<file path="config.mk">
export PLATFORM = sky130hd
export DESIGN_NAME = opnd_bypass_unit
export DESIGN_NICKNAME = d
export VERILOG_FILES = /design/src/rtl/opnd_bypass_pkg.sv /design/src/rtl/byp_producer_match.sv /design/src/rtl/byp_sel_ctrl.sv /design/src/rtl/byp_operand_mux.sv /design/src/rtl/opnd_bypass_unit.sv
export SDC_FILE = /design/constraint.sdc
export NUM_CORES = 1
export LEC_CHECK = 0
export CORE_AREA = 2 2 84 86
export DETAILED_ROUTE_END_ITERATION = 8
export DIE_AREA = 0 0 86 88
export MAX_ROUTING_LAYER = met4
export PLACE_DENSITY = 0.8
export SLEW_MARGIN = 40
export SYNTH_ARGS = -nofsm -noshare
export SYNTH_HDL_FRONTEND = slang
export SYNTH_HIERARCHICAL = 1
export SYNTH_SLANG_ARGS = --single-unit
</file>
<file path="constraint.sdc">
create_clock -name vclk -period 5.2
set_input_delay 0.52 -clock vclk [all_inputs]
set_output_delay 0.52 -clock vclk [all_outputs]
set_load 0.01 [all_outputs]
</file>
<file path="src/rtl/opnd_bypass_pkg.sv">
// Package: shared select encoding for the operand bypass unit.
// Assumes: the code values are fixed because the execute stage decodes them.
package opnd_bypass_pkg;

    typedef enum logic [1:0] {
        BYP_REGFILE = 2'b00,
        BYP_WB      = 2'b01,
        BYP_MEM     = 2'b10,
        BYP_RSVD    = 2'b11
    } byp_sel_t;

endpackage : opnd_bypass_pkg

</file>
<file path="src/rtl/byp_producer_match.sv">
// Module: byp_producer_match
// Decides whether one in-flight producer supplies the value of one source
// register. Assumes register 0 is hardwired to zero and is never a real
// destination for bypass purposes.
module byp_producer_match #(
    parameter int REG_AW = 5
) (
    input  logic              wr_en_i,
    input  logic [REG_AW-1:0] dst_i,
    input  logic [REG_AW-1:0] src_i,
    output logic              hit_o
);

    localparam logic [REG_AW-1:0] ZERO_REG = '0;

    // Qualify the producer: must write, must not target r0, must match.
    always_comb begin
        hit_o = wr_en_i && (dst_i != ZERO_REG) && (dst_i == src_i);
    end

endmodule : byp_producer_match

</file>
<file path="src/rtl/byp_sel_ctrl.sv">
// Module: byp_sel_ctrl
// Turns the two producer hit flags of one operand into a select code,
// giving the memory-stage producer priority. Assumes hits are already
// qualified by write flag and nonzero destination.
module byp_sel_ctrl
    import opnd_bypass_pkg::*;
(
    input  logic     mem_hit_i,
    input  logic     wb_hit_i,
    output byp_sel_t sel_o
);

    // Priority encode: younger producer first, then older, else regfile.
    always_comb begin
        if (mem_hit_i) begin
            sel_o = BYP_MEM;
        end else if (wb_hit_i) begin
            sel_o = BYP_WB;
        end else begin
            sel_o = BYP_REGFILE;
        end
    end

    // Guard the encoder outputs against its inputs.
    always_comb begin
        AST_SEL_NOT_RSVD: assert (sel_o != BYP_RSVD);
        AST_WB_YIELDS: assert (!(mem_hit_i && wb_hit_i) || sel_o == BYP_MEM);
    end

endmodule : byp_sel_ctrl

</file>
<file path="src/rtl/byp_operand_mux.sv">
// Module: byp_operand_mux
// Steers one ALU operand from the register file, the write-back value or the
// memory-stage result. Assumes the reserved code must fall back to regfile.
module byp_operand_mux
    import opnd_bypass_pkg::*;
#(
    parameter int DATA_W = 32
) (
    input  byp_sel_t          sel_i,
    input  logic [DATA_W-1:0] rf_data_i,
    input  logic [DATA_W-1:0] wb_data_i,
    input  logic [DATA_W-1:0] mem_data_i,
    output logic [DATA_W-1:0] opnd_o
);

    // Select the operand source; reserved code behaves as regfile.
    always_comb begin
        unique case (sel_i)
            BYP_MEM:     opnd_o = mem_data_i;
            BYP_WB:      opnd_o = wb_data_i;
            BYP_REGFILE: opnd_o = rf_data_i;
            default:     opnd_o = rf_data_i;
        endcase
    end

    // The reserved code must never let a pipeline value through.
    always_comb begin
        AST_RSVD_AS_RF: assert (sel_i != BYP_RSVD || opnd_o == rf_data_i);
    end

endmodule : byp_operand_mux

</file>
<file path="src/rtl/opnd_bypass_unit.sv">
// Module: opnd_bypass_unit (top)
// Bypass selection for both ALU operands of the execute stage. Each operand
// lane compares its source register with the memory-stage and write-back
// destinations and muxes in the newest value. Purely combinational; assumes
// the caller registers the outputs if timing requires it.
module opnd_bypass_unit
    import opnd_bypass_pkg::*;
#(
    parameter int REG_AW = 5,
    parameter int DATA_W = 32
) (
    input  logic [REG_AW-1:0] ex_rs_i,
    input  logic [REG_AW-1:0] ex_rt_i,
    input  logic [DATA_W-1:0] ex_rs_data_i,
    input  logic [DATA_W-1:0] ex_rt_data_i,
    input  logic              mem_wr_en_i,
    input  logic [REG_AW-1:0] mem_dst_i,
    input  logic [DATA_W-1:0] mem_result_i,
    input  logic              wb_wr_en_i,
    input  logic [REG_AW-1:0] wb_dst_i,
    input  logic [DATA_W-1:0] wb_result_i,
    output logic [1:0]        sel_a_o,
    output logic [1:0]        sel_b_o,
    output logic [DATA_W-1:0] opnd_a_o,
    output logic [DATA_W-1:0] opnd_b_o
);

    localparam int NUM_OPS = 2;
    localparam logic [REG_AW-1:0] ZERO_REG = '0;

    logic [REG_AW-1:0] lane_src  [NUM_OPS];
    logic [DATA_W-1:0] lane_rf   [NUM_OPS];
    byp_sel_t          lane_sel  [NUM_OPS];
    logic [DATA_W-1:0] lane_opnd [NUM_OPS];

    // Gather per-lane inputs: lane 0 is operand A (rs), lane 1 is B (rt).
    always_comb begin
        lane_src[0] = ex_rs_i;
        lane_src[1] = ex_rt_i;
        lane_rf[0]  = ex_rs_data_i;
        lane_rf[1]  = ex_rt_data_i;
    end

    for (genvar op = 0; op < NUM_OPS; op++) begin : g_lane
        logic mem_hit;
        logic wb_hit;

        byp_producer_match #(.REG_AW(REG_AW)) i_mem_match (
            .wr_en_i (mem_wr_en_i),
            .dst_i   (mem_dst_i),
            .src_i   (lane_src[op]),
            .hit_o   (mem_hit)
        );

        byp_producer_match #(.REG_AW(REG_AW)) i_wb_match (
            .wr_en_i (wb_wr_en_i),
            .dst_i   (wb_dst_i),
            .src_i   (lane_src[op]),
            .hit_o   (wb_hit)
        );

        byp_sel_ctrl i_sel_ctrl (
            .mem_hit_i (mem_hit),
            .wb_hit_i  (wb_hit),
            .sel_o     (lane_sel[op])
        );

        byp_operand_mux #(.DATA_W(DATA_W)) i_mux (
            .sel_i      (lane_sel[op]),
            .rf_data_i  (lane_rf[op]),
            .wb_data_i  (wb_result_i),
            .mem_data_i (mem_result_i),
            .opnd_o     (lane_opnd[op])
        );
    end : g_lane

    // Drive the ports from the lanes.
    always_comb begin
        sel_a_o  = lane_sel[0];
        sel_b_o  = lane_sel[1];
        opnd_a_o = lane_opnd[0];
        opnd_b_o = lane_opnd[1];
    end

    // Port-level checks relating producers to the chosen selects.
    always_comb begin
        AST_ZERO_NO_MEM_A: assert (mem_dst_i != ZERO_REG || sel_a_o != 2'b10);
        AST_ZERO_NO_WB_B: assert (wb_dst_i != ZERO_REG || sel_b_o != 2'b01);
        AST_IDLE_MEM_B: assert (mem_wr_en_i || sel_b_o != 2'b10);
        AST_IDLE_WB_A: assert (wb_wr_en_i || sel_a_o != 2'b01);
        AST_MEM_A_SRC: assert (sel_a_o != 2'b10 || mem_dst_i == ex_rs_i);
        AST_WB_B_SRC: assert (sel_b_o != 2'b01 || wb_dst_i == ex_rt_i);
    end

endmodule : opnd_bypass_unit

</file>
# Word level (Yosys, flattened, before mapping)

Index checks and enable logic that the tools add are counted.

Multiplexer cells: 6
Reductions and logical operators: 8
Equal/unequal tests: 8

Operators by type and width:

| cell               | number |
|---|---|
| $pmux 32 s2        | 2 |
| $eq 5x5->1         | 4 |
| $reduce_bool 5->1  | 2 |
| $logic_and 1x1->1  | 6 |
| $eq 2x1->1 const B | 2 |
| $eq 2x2->1 const B | 2 |
| $mux 2             | 2 |
| $mux 1             | 2 |

Bits in registers: 0
Output and inout port bits: 68
Logic and storage cells: 22

# Logic depth before layout (Yosys ltp)

Depth in word-level cells: 7
Depth in mapped cells: 10
Depth with buffers taken out: 8

# Cells and area by module

Netlist, hierarchy kept.

Modules (own cells, without submodules):

| module             | area each (µm²) | cells each | seq. area each (µm²) | times used |
|---|---|---|---|---|
| byp_operand_mux    | 636.9           | 113        | 0.0                  | 2 |
| byp_producer_match | 76.3            | 10         | 0.0                  | 4 |
| byp_sel_ctrl       | 21.3            | 2          | 0.0                  | 2 |

# Worst setup path after synthesis

Ideal clock, no wire load.

Path type: input-to-output
Start point: input mem_dst_i[0]
End point: output opnd_a_o[21]
Data arrival time: 2.059 ns
Stages: 9
Data required time: 4.680 ns
Slack: 2.621 ns
Cells stage by stage: nor4_2 > o21ai_1 > and4_1 > nor2b_4 > inv_1 > ha_1 > buf_2 > buf_2 > o21ai_1

Cells in the longest elaborated chain, start to end: 6
Elaborated cells on any way between the ends: 8

RTL lines:

| item                                            | RTL line                 | RTL |
|---|---|---|
| start, declared                                 | opnd_bypass_unit.sv:17   | `input logic [REG_AW-1:0] mem_dst_i,` |
| $reduce_bool 5->1                               | byp_producer_match.sv:18 | `hit_o = wr_en_i && (dst_i != ZERO_REG) && (dst_i == src_i);` |
| $logic_and 1x1->1                               | byp_producer_match.sv:18 |  |
| $logic_and 1x1->1 *                             | byp_producer_match.sv:18 |  |
| via g_lane[0].mem_hit                           | opnd_bypass_unit.sv:45   | `logic mem_hit;` |
| $mux 2 *                                        | byp_sel_ctrl.sv:15       | `if (mem_hit_i) begin` |
| via sel_a_o[0]                                  | opnd_bypass_unit.sv:22   | `output logic [1:0] sel_a_o,` |
| $eq 2x1->1 / $eq 2x2->1 (equally long branches) | byp_operand_mux.sv:18    | `unique case (sel_i)` |
| $pmux 32 s2 *                                   | byp_operand_mux.sv:18    |  |
| end, declared                                   | opnd_bypass_unit.sv:24   | `output logic [DATA_W-1:0] opnd_a_o,` |

Mark *: on every way through the listed nets, which the timed path passes. The rest lies on a longest branch.

# Worst setup path in the final report

Start point: input mem_dst_i[0]
End point: output opnd_b_o[21]

Cells in the longest elaborated chain, start to end: 6
Elaborated cells on any way between the ends: 8

RTL lines:

| item                                            | RTL line                 | RTL |
|---|---|---|
| $reduce_bool 5->1                               | byp_producer_match.sv:18 |  |
| $logic_and 1x1->1                               | byp_producer_match.sv:18 |  |
| $logic_and 1x1->1 *                             | byp_producer_match.sv:18 |  |
| $mux 2 *                                        | byp_sel_ctrl.sv:15       |  |
| $eq 2x1->1 / $eq 2x2->1 (equally long branches) | byp_operand_mux.sv:18    |  |
| $pmux 32 s2 *                                   | byp_operand_mux.sv:18    |  |
| end, declared                                   | opnd_bypass_unit.sv:25   | `output logic [DATA_W-1:0] opnd_b_o` |

Mark *: on every way between the ends. The rest lies on a longest branch, timed or not.

==> key figures <==
Status
  – Status: finished, final reports clean

GRT
  – Initial antenna violation count: 0
  – Largest net degree at the start of global routing: 40
  – Vias in the first global route: between 2000 and 3000
  – GRT Total Usage: 21.20%
  – Total gr overflow: 0
  – First-pass GRT wire length: approximately 13000 µm

Die
  – Core area: approximately 6600 µm²
  – Initial Utilization: 24.41%
  – Die width: around 86 µm
  – Die Span Y: between 80 and 90 µm
  – # rows: 30
  – Ports: 218
  – Die footprint: 7568 µm²

Placed design
  – I/O Buffers: 218
  – Cell Area, Placed: 3776 µm²
  – Gpl congestion: 0.8273
  – Placed wire-length estimate: 7026 µm

Worst setup path
  – Crit. End Element: output pin
  – Crit-path slowest cell: ha_2
  – Setup crit start: mem_dst_i[0]
  – Kind of critical path: in2out
  – Buf/Inv on CP: 4
  – CP arrival: 3.67 ns
  – Critical Path Start Type: primary input
  – Crit path depth: 11
  – CP Max Fanout: 39
  – Worst EP required: 4.68 ns
  – Setup crit end: opnd_b_o[21]
  – Critical path cell sequence: clkdlybuf4s50_1 > nor4_2 > o21ai_1 > and4_1 > nor2b_4 > inv_1 > ha_2 > buf_4 > nand2_1 > o21ai_1 > clkdlybuf4s50_1
  – Crit-path leading delay family: buffers and inverters
  – Worst path max stage delay: about 0.73 ns

Drt
  – Drt first-iter violations: 102
  – DRT Wirelength: 8717 µm
  – DR DRC count: 0
  – Post-DR vias/cell: 5.106
  – Wirelength per Cell: 15.99 µm
  – Vias: ~2800
  – ANT nets after route: 0
  – TritonRoute pass-1 iters: 5

Min path
  – Hold path depth: 4
  – Hold Crit Class: in2out

Layout
  – Fraction of layout cells with a size suffix above 1: 2.796%
  – Final instance area: 3776 µm²
  – Seq_cells: 0
  – # fillers: approximately 640
  – Reg area: 0 µm²
  – Nets: 621
  – # clk buffers: 0
  – Antenna diode count: 0
  – P&R area growth vs syn: 132.9%

STA
  – Worst slew pin tran: 0.6775 ns
  – Tmin final: 4.195 ns
  – Hold Fails Final Rpt: 0
  – Final period util: 80.67%
  – Setup TNS: 0 ns
  – Fmax: 238.4 MHz
  – RSZ-0062 raised after global routing: false
  – Slew Limit Headroom: 54.83%
  – Count of final setup violators: 0
  – Slew Viols, Final: 0

Yosys
  – Syn avg cell area: 6.006 µm²
  – Synth top area share: between 20% and 30%
  – Most frequent cell after synthesis: nand2_1
  – Post-Synthesis Cells: 270
  – Register area share after synthesis: 0%
  – Area leader, netlist: a22oi_1
  – Netlist cell types: 16
  – Syn. warnings: 6
  – Top cells by area, synth: a22oi_1, o21ai_1, nand2_1
  – Netlist area before placement: 1622 µm²
  – Syn nets: approximately 420
  – Most frequent cells after synthesis: nand2_1, a22oi_1, o21ai_1

Power
  – Pwr Total: 0.2815 mW
  – Power per cell area: 74.55 nW/µm²
  – VDD IR max: 0.03139 mV
  – Part of the power in registers: 0%
  – Combinational share of power: between 90% and 100%
  – Switching fraction of total power: 35.05%
  – P_int: about 0.18 mW
  – Static Leak: 1.341 nW
  – Clock group share of total power: 0%
  – Switching pwr: slightly below 0.1 mW

Clock tree
  – Post-CTS Repair Setup Buffers: 0
  – # hold bufs at CTS: 0
  – Post_cts resized: 0

Run
  – Max-cap violations: 0
## how the worst min path moves through the flow
stage                           startpoint            to
after floorplan           ex_rs_data_i[28]  opnd_a_o[28]
after CTS                 ex_rs_data_i[22]  opnd_a_o[22]
after global routing      ex_rs_data_i[22]  opnd_a_o[22]
after detailed placement  ex_rs_data_i[27]  opnd_a_o[27]
after global placement    ex_rt_data_i[28]  opnd_b_o[28]
final                     ex_rt_data_i[25]  opnd_b_o[25]
## cell families (layout without fill, tap and decap cells)
| group | Yosys count | count (layout) | share of synthesized area (%) |
|---|---|---|---|
| AOI/OAI and AO/OA | 132 | 132 | 50.62 |
| and+or+nand+nor | 86 | 86 | 25.46 |
| buffers and inverters | 32 | 227 | 12.19 |
| xor gates and xnor gates | 16 | 16 | 8.642 |
| adders and majority gates | 4 | 4 | 3.087 |
## metrics by stage
stage	std cells	utilization [%]	hold WS (ns)	worst slack (ns)
3_3_place_gp	545	56.84	2.006	1.078
2_1_floorplan	270	-	1.163	2.621
6_report	545	56.84	2.013	1.005
4_1_cts	545	56.84	2.018	0.9885
5_1_grt	545	56.84	2.029	0.7605
3_5_place_dp	545	56.84	2.014	1.006
## power groups by stage
stage          registers, mW  logic (mW)  clock network (mW)
2_1_floorplan              0      0.0796                   0
3_3_place_gp               0       0.277                   0
3_5_place_dp               0       0.281                   0
4_1_cts                    0       0.283                   0
5_1_grt                    0       0.301                   0
6_report                   0       0.282                   0
## final cells by class
type                            instances  area [µm²]  share of cell area, %
Timing Repair Buffer                  223        2232                  59.11
Multi-Input combinational cell        238        1429                  37.84
Tap cell                               80       100.1                  2.651
Inverter                                4       15.01                 0.3976
## per-layer routing
metal,global-route usage [%],part of all wire (%)
met4,1.443,0.24
met2,41.09,53
met5,-,0
met1,24.60,40
met3,1.791,6.9
## layout by cell type, fill, tap and decap left out
cell	count
clkdlybuf4s50_1	218
nand2_1	68
o21ai_1	64
a22oi_1	64
xor2_1	12
nor4_2	4
or2_0	4
xnor2_1	4
nor3_1	4
and4_1	4
inv_1	4
o21ai_0	4
buf_4	4
ha_2	2
ha_1	2
nor2b_4	2
buf_12	1
No activity file was read; power rests on OpenSTA's default activity.
